### src/rtl/errlog_pkg.sv
package errlog_pkg;

    localparam int STAT_W   = 32;
    localparam int SRC_N    = 5;
    localparam int ECC_W    = 8;
    localparam int ID_W     = 6;
    localparam int CHUNK_W  = 3;
    localparam int TX_W     = 16;
    localparam int COLL_BIT = 31;
    localparam int DED_BIT  = 0;

    localparam logic [7:0] ADDR_FIRST = 8'h00;
    localparam logic [7:0] ADDR_NEXT  = 8'h04;
    localparam logic [7:0] ADDR_ECC   = 8'h08;
    localparam logic [7:0] ADDR_TX    = 8'h0C;

    // status bit position for each source index
    function automatic int src_pos(input int idx);
        case (idx)
            0:       return DED_BIT;
            1:       return 27;
            2:       return 28;
            3:       return 29;
            default: return 30;
        endcase
    endfunction

    typedef struct packed {
        logic [STAT_W-1:0] first;
        logic [STAT_W-1:0] next;
    } status_t;

    typedef struct packed {
        logic [ECC_W-1:0] ecc;
        logic [TX_W-1:0]  tx;
    } capture_t;

endpackage

### src/rtl/errlog_src_map.sv
module errlog_src_map
    import errlog_pkg::*;
(
    input  logic [SRC_N-1:0]  err_i,
    output logic [STAT_W-1:0] bits_o
);
    logic [SRC_N-1:0][STAT_W-1:0] part;

    for (genvar g = 0; g < SRC_N; g++) begin : g_src
        localparam int POS = src_pos(g);
        assign part[g] = {{(STAT_W-1){1'b0}}, err_i[g]} << POS;
    end

    always_comb begin
        bits_o = '0;
        for (int i = 0; i < SRC_N; i++) begin
            bits_o = bits_o | part[i];
        end
    end
endmodule

### src/rtl/errlog_status.sv
module errlog_status
    import errlog_pkg::*;
(
    input  logic              clk,
    input  logic              rst_n,
    input  logic [STAT_W-1:0] src_bits,
    input  logic [STAT_W-1:0] clr_mask,
    input  logic              clr_act,
    output logic [STAT_W-1:0] first_q,
    output logic [STAT_W-1:0] next_q,
    output logic              cap_load
);
    localparam int LOW_W = STAT_W - 1;

    status_t st_d, st_q;
    logic    first_empty;
    logic    collide;
    logic [LOW_W-1:0] first_low_d;

    always_comb begin
        first_empty = (st_q.first[LOW_W-1:0] == '0);
        collide     = clr_act && (src_bits != '0);
        first_low_d = (st_q.first[LOW_W-1:0] & ~clr_mask[LOW_W-1:0])
                    | (first_empty ? src_bits[LOW_W-1:0] : '0);

        st_d = st_q;
        st_d.first[LOW_W-1:0] = first_low_d;
        st_d.first[COLL_BIT]  = ((st_q.first[COLL_BIT] & ~clr_mask[COLL_BIT]) | collide)
                              & (first_low_d != '0);
        st_d.next[LOW_W-1:0]  = (st_q.next[LOW_W-1:0] & ~clr_mask[LOW_W-1:0])
                              | (first_empty ? '0 : src_bits[LOW_W-1:0]);
        st_d.next[COLL_BIT]   = 1'b0;

        cap_load = first_empty && src_bits[DED_BIT] && !collide;
    end

    always_ff @(posedge clk) begin
        if (!rst_n) st_q <= '0;
        else        st_q <= st_d;
    end

    assign first_q = st_q.first;
    assign next_q  = st_q.next;
endmodule

### src/rtl/errlog_capture.sv
module errlog_capture
    import errlog_pkg::*;
(
    input  logic               clk,
    input  logic               rst_n,
    input  logic               cap_load,
    input  logic [ECC_W-1:0]   ecc_in,
    input  logic [ID_W-1:0]    id_in,
    input  logic [CHUNK_W-1:0] chunk_in,
    output logic [ECC_W-1:0]   ecc_q,
    output logic [TX_W-1:0]    tx_q
);
    localparam int PAD_W = TX_W - ID_W - CHUNK_W;

    capture_t cap_d, cap_q;

    always_comb begin
        cap_d = cap_q;
        if (cap_load) begin
            cap_d.ecc = ecc_in;
            cap_d.tx  = {{PAD_W{1'b0}}, chunk_in, id_in};
        end
    end

    always_ff @(posedge clk) begin
        if (!rst_n) cap_q <= '0;
        else        cap_q <= cap_d;
    end

    assign ecc_q = cap_q.ecc;
    assign tx_q  = cap_q.tx;
endmodule

### src/rtl/errlog_regport.sv
module errlog_regport
    import errlog_pkg::*;
#(
    parameter int ADDR_W = 8
)(
    input  logic [ADDR_W-1:0] addr,
    input  logic              wr,
    input  logic [STAT_W-1:0] wdata,
    input  logic [STAT_W-1:0] first_q,
    input  logic [STAT_W-1:0] next_q,
    input  logic [ECC_W-1:0]  ecc_q,
    input  logic [TX_W-1:0]   tx_q,
    output logic [STAT_W-1:0] clr_mask,
    output logic              clr_act,
    output logic [STAT_W-1:0] rdata
);
    logic stat_sel;

    always_comb begin
        stat_sel = (addr == ADDR_W'(ADDR_FIRST)) || (addr == ADDR_W'(ADDR_NEXT));
        clr_mask = (wr && stat_sel) ? wdata : '0;
        clr_act  = (clr_mask != '0);

        if (addr == ADDR_W'(ADDR_FIRST))      rdata = first_q;
        else if (addr == ADDR_W'(ADDR_NEXT))  rdata = next_q;
        else if (addr == ADDR_W'(ADDR_ECC))   rdata = STAT_W'(ecc_q);
        else if (addr == ADDR_W'(ADDR_TX))    rdata = STAT_W'(tx_q);
        else                                  rdata = '0;
    end
endmodule

### src/rtl/err_first_log.sv
module err_first_log
    import errlog_pkg::*;
#(
    parameter int ADDR_W = 8
)(
    input  logic               clk,
    input  logic               rst_n,
    input  logic [SRC_N-1:0]   err_i,
    input  logic [ECC_W-1:0]   ded_ecc_i,
    input  logic [ID_W-1:0]    ded_id_i,
    input  logic [CHUNK_W-1:0] ded_chunk_i,
    input  logic [ADDR_W-1:0]  reg_addr_i,
    input  logic               reg_wr_i,
    input  logic [STAT_W-1:0]  reg_wdata_i,
    output logic [STAT_W-1:0]  reg_rdata_o
);
    localparam int LOW_W = STAT_W - 1;

    logic [STAT_W-1:0] src_bits;
    logic [STAT_W-1:0] clr_mask;
    logic              clr_act;
    logic [STAT_W-1:0] first_q;
    logic [STAT_W-1:0] next_q;
    logic              cap_load;
    logic [ECC_W-1:0]  ecc_q;
    logic [TX_W-1:0]   tx_q;

    errlog_src_map u_map (
        .err_i  (err_i),
        .bits_o (src_bits)
    );

    errlog_status u_status (
        .clk      (clk),
        .rst_n    (rst_n),
        .src_bits (src_bits),
        .clr_mask (clr_mask),
        .clr_act  (clr_act),
        .first_q  (first_q),
        .next_q   (next_q),
        .cap_load (cap_load)
    );

    errlog_capture u_capture (
        .clk      (clk),
        .rst_n    (rst_n),
        .cap_load (cap_load),
        .ecc_in   (ded_ecc_i),
        .id_in    (ded_id_i),
        .chunk_in (ded_chunk_i),
        .ecc_q    (ecc_q),
        .tx_q     (tx_q)
    );

    errlog_regport #(.ADDR_W(ADDR_W)) u_port (
        .addr     (reg_addr_i),
        .wr       (reg_wr_i),
        .wdata    (reg_wdata_i),
        .first_q  (first_q),
        .next_q   (next_q),
        .ecc_q    (ecc_q),
        .tx_q     (tx_q),
        .clr_mask (clr_mask),
        .clr_act  (clr_act),
        .rdata    (reg_rdata_o)
    );


    first_record_chk: assert property (@(posedge clk) disable iff (!rst_n)
        (first_q[LOW_W-1:0] == '0 && err_i != '0)
        |=> ((first_q & $past(src_bits)) == $past(src_bits)));


    next_record_chk: assert property (@(posedge clk) disable iff (!rst_n)
        (first_q[LOW_W-1:0] != '0 && err_i != '0 && !clr_act)
        |=> (first_q == $past(first_q) && (next_q & $past(src_bits)) == $past(src_bits)));


    clear_both_chk: assert property (@(posedge clk) disable iff (!rst_n)
        (clr_act && err_i == '0)
        |=> ((first_q & $past(clr_mask)) == '0 && (next_q & $past(clr_mask)) == '0));


    collide_flag_chk: assert property (@(posedge clk) disable iff (!rst_n)
        (clr_act && err_i != '0 && first_q[LOW_W-1:0] == '0) |=> first_q[COLL_BIT]);


    flag_alone_chk: assert property (@(posedge clk) disable iff (!rst_n)
        first_q[COLL_BIT] |-> (first_q[LOW_W-1:0] != '0));


    capture_hold_chk: assert property (@(posedge clk) disable iff (!rst_n)
        !(first_q[LOW_W-1:0] == '0 && err_i[0] && !clr_act)
        |=> ($stable(ecc_q) && $stable(tx_q)));
endmodule

### config.mk
export PLATFORM = sky130hd
export DESIGN_NAME = err_first_log
export DESIGN_NICKNAME = d
export VERILOG_FILES = /design/src/rtl/errlog_pkg.sv /design/src/rtl/errlog_src_map.sv /design/src/rtl/errlog_status.sv /design/src/rtl/errlog_capture.sv /design/src/rtl/errlog_regport.sv /design/src/rtl/err_first_log.sv
export SDC_FILE = /design/constraint.sdc
export NUM_CORES = 1
export LEC_CHECK = 0
export ABC_CLOCK_PERIOD_IN_PS = 1800
export BUFFER_PORTS_ARGS = -buffer_cell sky130_fd_sc_hd__buf_2
export CORE_MARGIN = 4
export CORE_UTILIZATION = 26
export DETAILED_ROUTE_END_ITERATION = 6
export PLACE_DENSITY = 0.45
export SLEW_MARGIN = 0
export SYNTH_ARGS = -nofsm -noshare
export SYNTH_HDL_FRONTEND = slang
export SYNTH_HIERARCHICAL = 1
export SYNTH_SLANG_ARGS = --single-unit
### constraint.sdc
create_clock -name clk -period 1.8 [get_ports clk]
set_input_delay 0.18 -clock clk [delete_from_list [all_inputs] [get_ports clk]]
set_output_delay 0.18 -clock clk [all_outputs]
set_load 0.005 [all_outputs]
==> impl_metrics.tcl <==
set metrics [dict create \
    grt_pass1_wl_um 23200 \
    hold_path_depth 3 \
    p_comb_share_pct 34.2 \
    cts_buffer_depth 2 \
    finClkSkew_ps 4.23 \
    place_hpwl_um 10500 \
    antenna_found_initial 0 \
    min_period_ps 1830 \
    drive_gt1_share_pct 34.5 \
    final_common_cell "buf_2" \
    start_util_pct 26.4 \
    drtIter0Drc 192 \
    setup_tns_ps -52.9 \
    drt_first_pass_iters 4 \
    hp-class "primary input to flip-flop" \
    cts_max_level 3 \
    clk_latency_ps 340 \
    hold_slack_ps 101 \
    io_pins 97 \
    vias 4144 \
    remaining_drc_errors 0 \
    ys_seq_elements 80 \
    p_leak_nw 2.72 \
    crit_chain "buf_2 > nor4_1 > buf_4 > nand4_1 > o21a_1 > inv_1 > o211a_4 > buf_12 > mux2i_2 > nor2b_1" \
    wl_um 14200 \
    syn_area_per_cell_um2 8.52 \
    p_seq_share_pct 38.8 \
    io_buffers 96 \
    areaGrowthSynthToFinish_pct 35.9 \
    grt_usage_pct 14.8 \
    rsz0062_at_grt "yes" \
    slowest_stage "nor4_1" \
    synth.distinct_cells 37 \
    clkTransAtPathRegs_ps 60 \
    power.density_nw_per_um2 1130 \
    ant_nets 0 \
    worstPathMaxFanout 9 \
    yosysWarnings 6 \
    use_met2_pct 24.4 \
    r2r_slack_ps -20 \
    cts_tree "done" \
    utilization_pct 35.9 \
    overflow 0 \
    clkPwrFrac_pct 26.9 \
    status "complete, but fails checks" \
    end_kind "flip-flop" \
    criticalPathCategory "primary input to flip-flop" \
    slowest_delay_ps 430 \
    r2r-end "u_capture/tx_q[2]" \
    start_kind "primary input" \
    rr_worst_depth 8 \
    grt_busiest_layer "met2" \
    vdd_drop_max_uv 671 \
    p_int_mw 4.73 \
    rows 48 \
    synth-seq-area-share_pct 35.2 \
    antenna_cells 0 \
    min_from "ded_id_i[1]" \
    die_w_um 140 \
    reg2reg_from "u_status/first_q[7]" \
    finalSetupViolations 4 \
    sw_frac_of_total_pct 32.3 \
    cap_violations 0 \
    grt_pass1_vias 4407 \
    fmax_ghz 0.545 \
    switching_power_mw 2.25 \
    die-area_um2 19700 \
    vias_per_cell 4.50 \
    use_met1_pct 19.1 \
    worst-endpoint-arrival_ps 2060 \
    finalCritPeriodShare_pct 102 \
    min_to "u_capture/tx_q[1]" \
    syn_area_um2 4550 \
    gp_congestion 0.828 \
    use_met3_pct 4.06 \
    grt_max_degree 64 \
    clockRootBuffer "clkbuf_16" \
    hold_viol_final 0 \
    nNetsFinal 756 \
    cts_buffers 9 \
    cp.required_ps 2030 \
    fin_ws_ps -34.0 \
    wire_per_inst_um 15.4 \
    violations "setup timing" \
    synthesis.instances 534 \
    core_um2 17200 \
    report.final.slew_viol_count 0 \
    final_cell_mix "94 x buf_2, 79 x buf_4, 78 x dfxtp_1" \
    clkSinkCount 80 \
    dieHeight_um 140 \
]
-- metal layers --
layer	vias up	wire length, um
met5	-	0
met4	0	194
met3	13	817
met1	1937	6510
met2	113	6670
li1	2081	-
-- registers in the layout (all words and copies together) (netlist names) --
name              count
u_capture/ecc_q       8
u_capture/tx_q        9
u_status/next_q      31
u_status/first_q     32
-- power groups by stage --
stage	Combinational [mW]	Sequential, mW	Clock [mW]
final	2.39	2.71	1.88
after global placement	2.23	2.70	0
after CTS	2.37	2.71	1.93
after global routing	2.64	2.79	2.01
after detailed placement	2.26	2.72	0
after floorplan	1.74	2.60	0
-- timing repair --
| item | in CTS | in global routing |
|---|---|---|
| setup endpoints to repair | 20 | 20 |
| hold buffers | 0 | 0 |
| buffers inserted | 6 | 0 |
| resized for setup | 28 | 12 |
| cloned | 2 | 0 |
| pin swaps | 12 | 4 |
-- worst max-delay path by stage --
| stage | from | end |
|---|---|---|
| 2_1_floorplan | u_status/first_q[28] | u_capture/ecc_q[0] |
| 3_3_place_gp | reg_addr_i[5] | u_status/first_q[31] |
| 3_5_place_dp | reg_addr_i[5] | u_status/first_q[31] |
| 4_1_cts | u_status/first_q[7] | u_capture/tx_q[2] |
| 5_1_grt | u_status/first_q[7] | u_capture/tx_q[3] |
| 6_report | reg_wdata_i[30] | u_capture/tx_q[2] |
-- critical path, delay by kind of cell --
kind,cells,cell delay (ps)
and+or+nand+nor,3,670
muxes,1,210
AOI/OAI and AO/OA,2,450
buffers and inverters,4,530
-- metrics by stage --
stage,cell area (um^2),power [mW],instances,worst slack (ps)
4_1_cts,6130,7.01,921,-58.2
5_1_grt,6180,7.43,921,-97.9
3_5_place_dp,5590,4.98,899,-500
3_3_place_gp,5590,4.93,899,-487
6_report,6180,6.98,921,-34.0
2_1_floorplan,4680,4.35,566,-20.5
-- kinds of logic after synthesis --
family                 share of synthesized area (%)
AND/OR/NAND/NOR                                 30.9
flip-flops                                      35.2
AO/OA/AOI/OAI                                   9.27
buffers and inverters                           11.3
multiplexers                                    13.1
other                                          0.248
-- synth_stat cells (all sizes together) --
| master | number | area share, % |
|---|---|---|
| dfxtp | 80 | 35 |
| a21oi | 62 | 6.8 |
| buf | 58 | 10 |
| nor2 | 57 | 4.8 |
| nor2b | 48 | 6.6 |
| mux2i | 41 | 9.0 |
| nand2 | 34 | 2.8 |
| and2 | 33 | 4.5 |
| nand2b | 31 | 4.3 |
| nor4 | 25 | 3.7 |
| nand4 | 12 | 1.7 |
| clkbuf | 11 | 0.96 |
| a2bb2oi | 9 | 1.9 |
| and3 | 8 | 1.1 |
| mux4 | 8 | 4.0 |
| conb | 3 | 0.25 |
| inv | 3 | 0.25 |
| a311oi | 1 | 0.19 |
| and4 | 1 | 0.19 |
| and4b | 1 | 0.22 |
| and4bb | 1 | 0.27 |
| nand3 | 1 | 0.11 |
| nand3b | 1 | 0.25 |
| nor3 | 1 | 0.11 |
| o211a | 1 | 0.22 |
| o21a | 1 | 0.17 |
| or2 | 1 | 0.14 |
| or4 | 1 | 0.17 |
-- layout make-up --
class	instances	area, um^2
Clock buffer	14	264
Clock inverter	2	37.5
Fill cell	1794	11100
Inverter	3	11.3
Multi-Input combinational cell	414	2730
Sequential cell	80	1600
Tap cell	225	282
Timing Repair Buffer	183	1260
No activity file was read; power rests on OpenSTA's default activity.
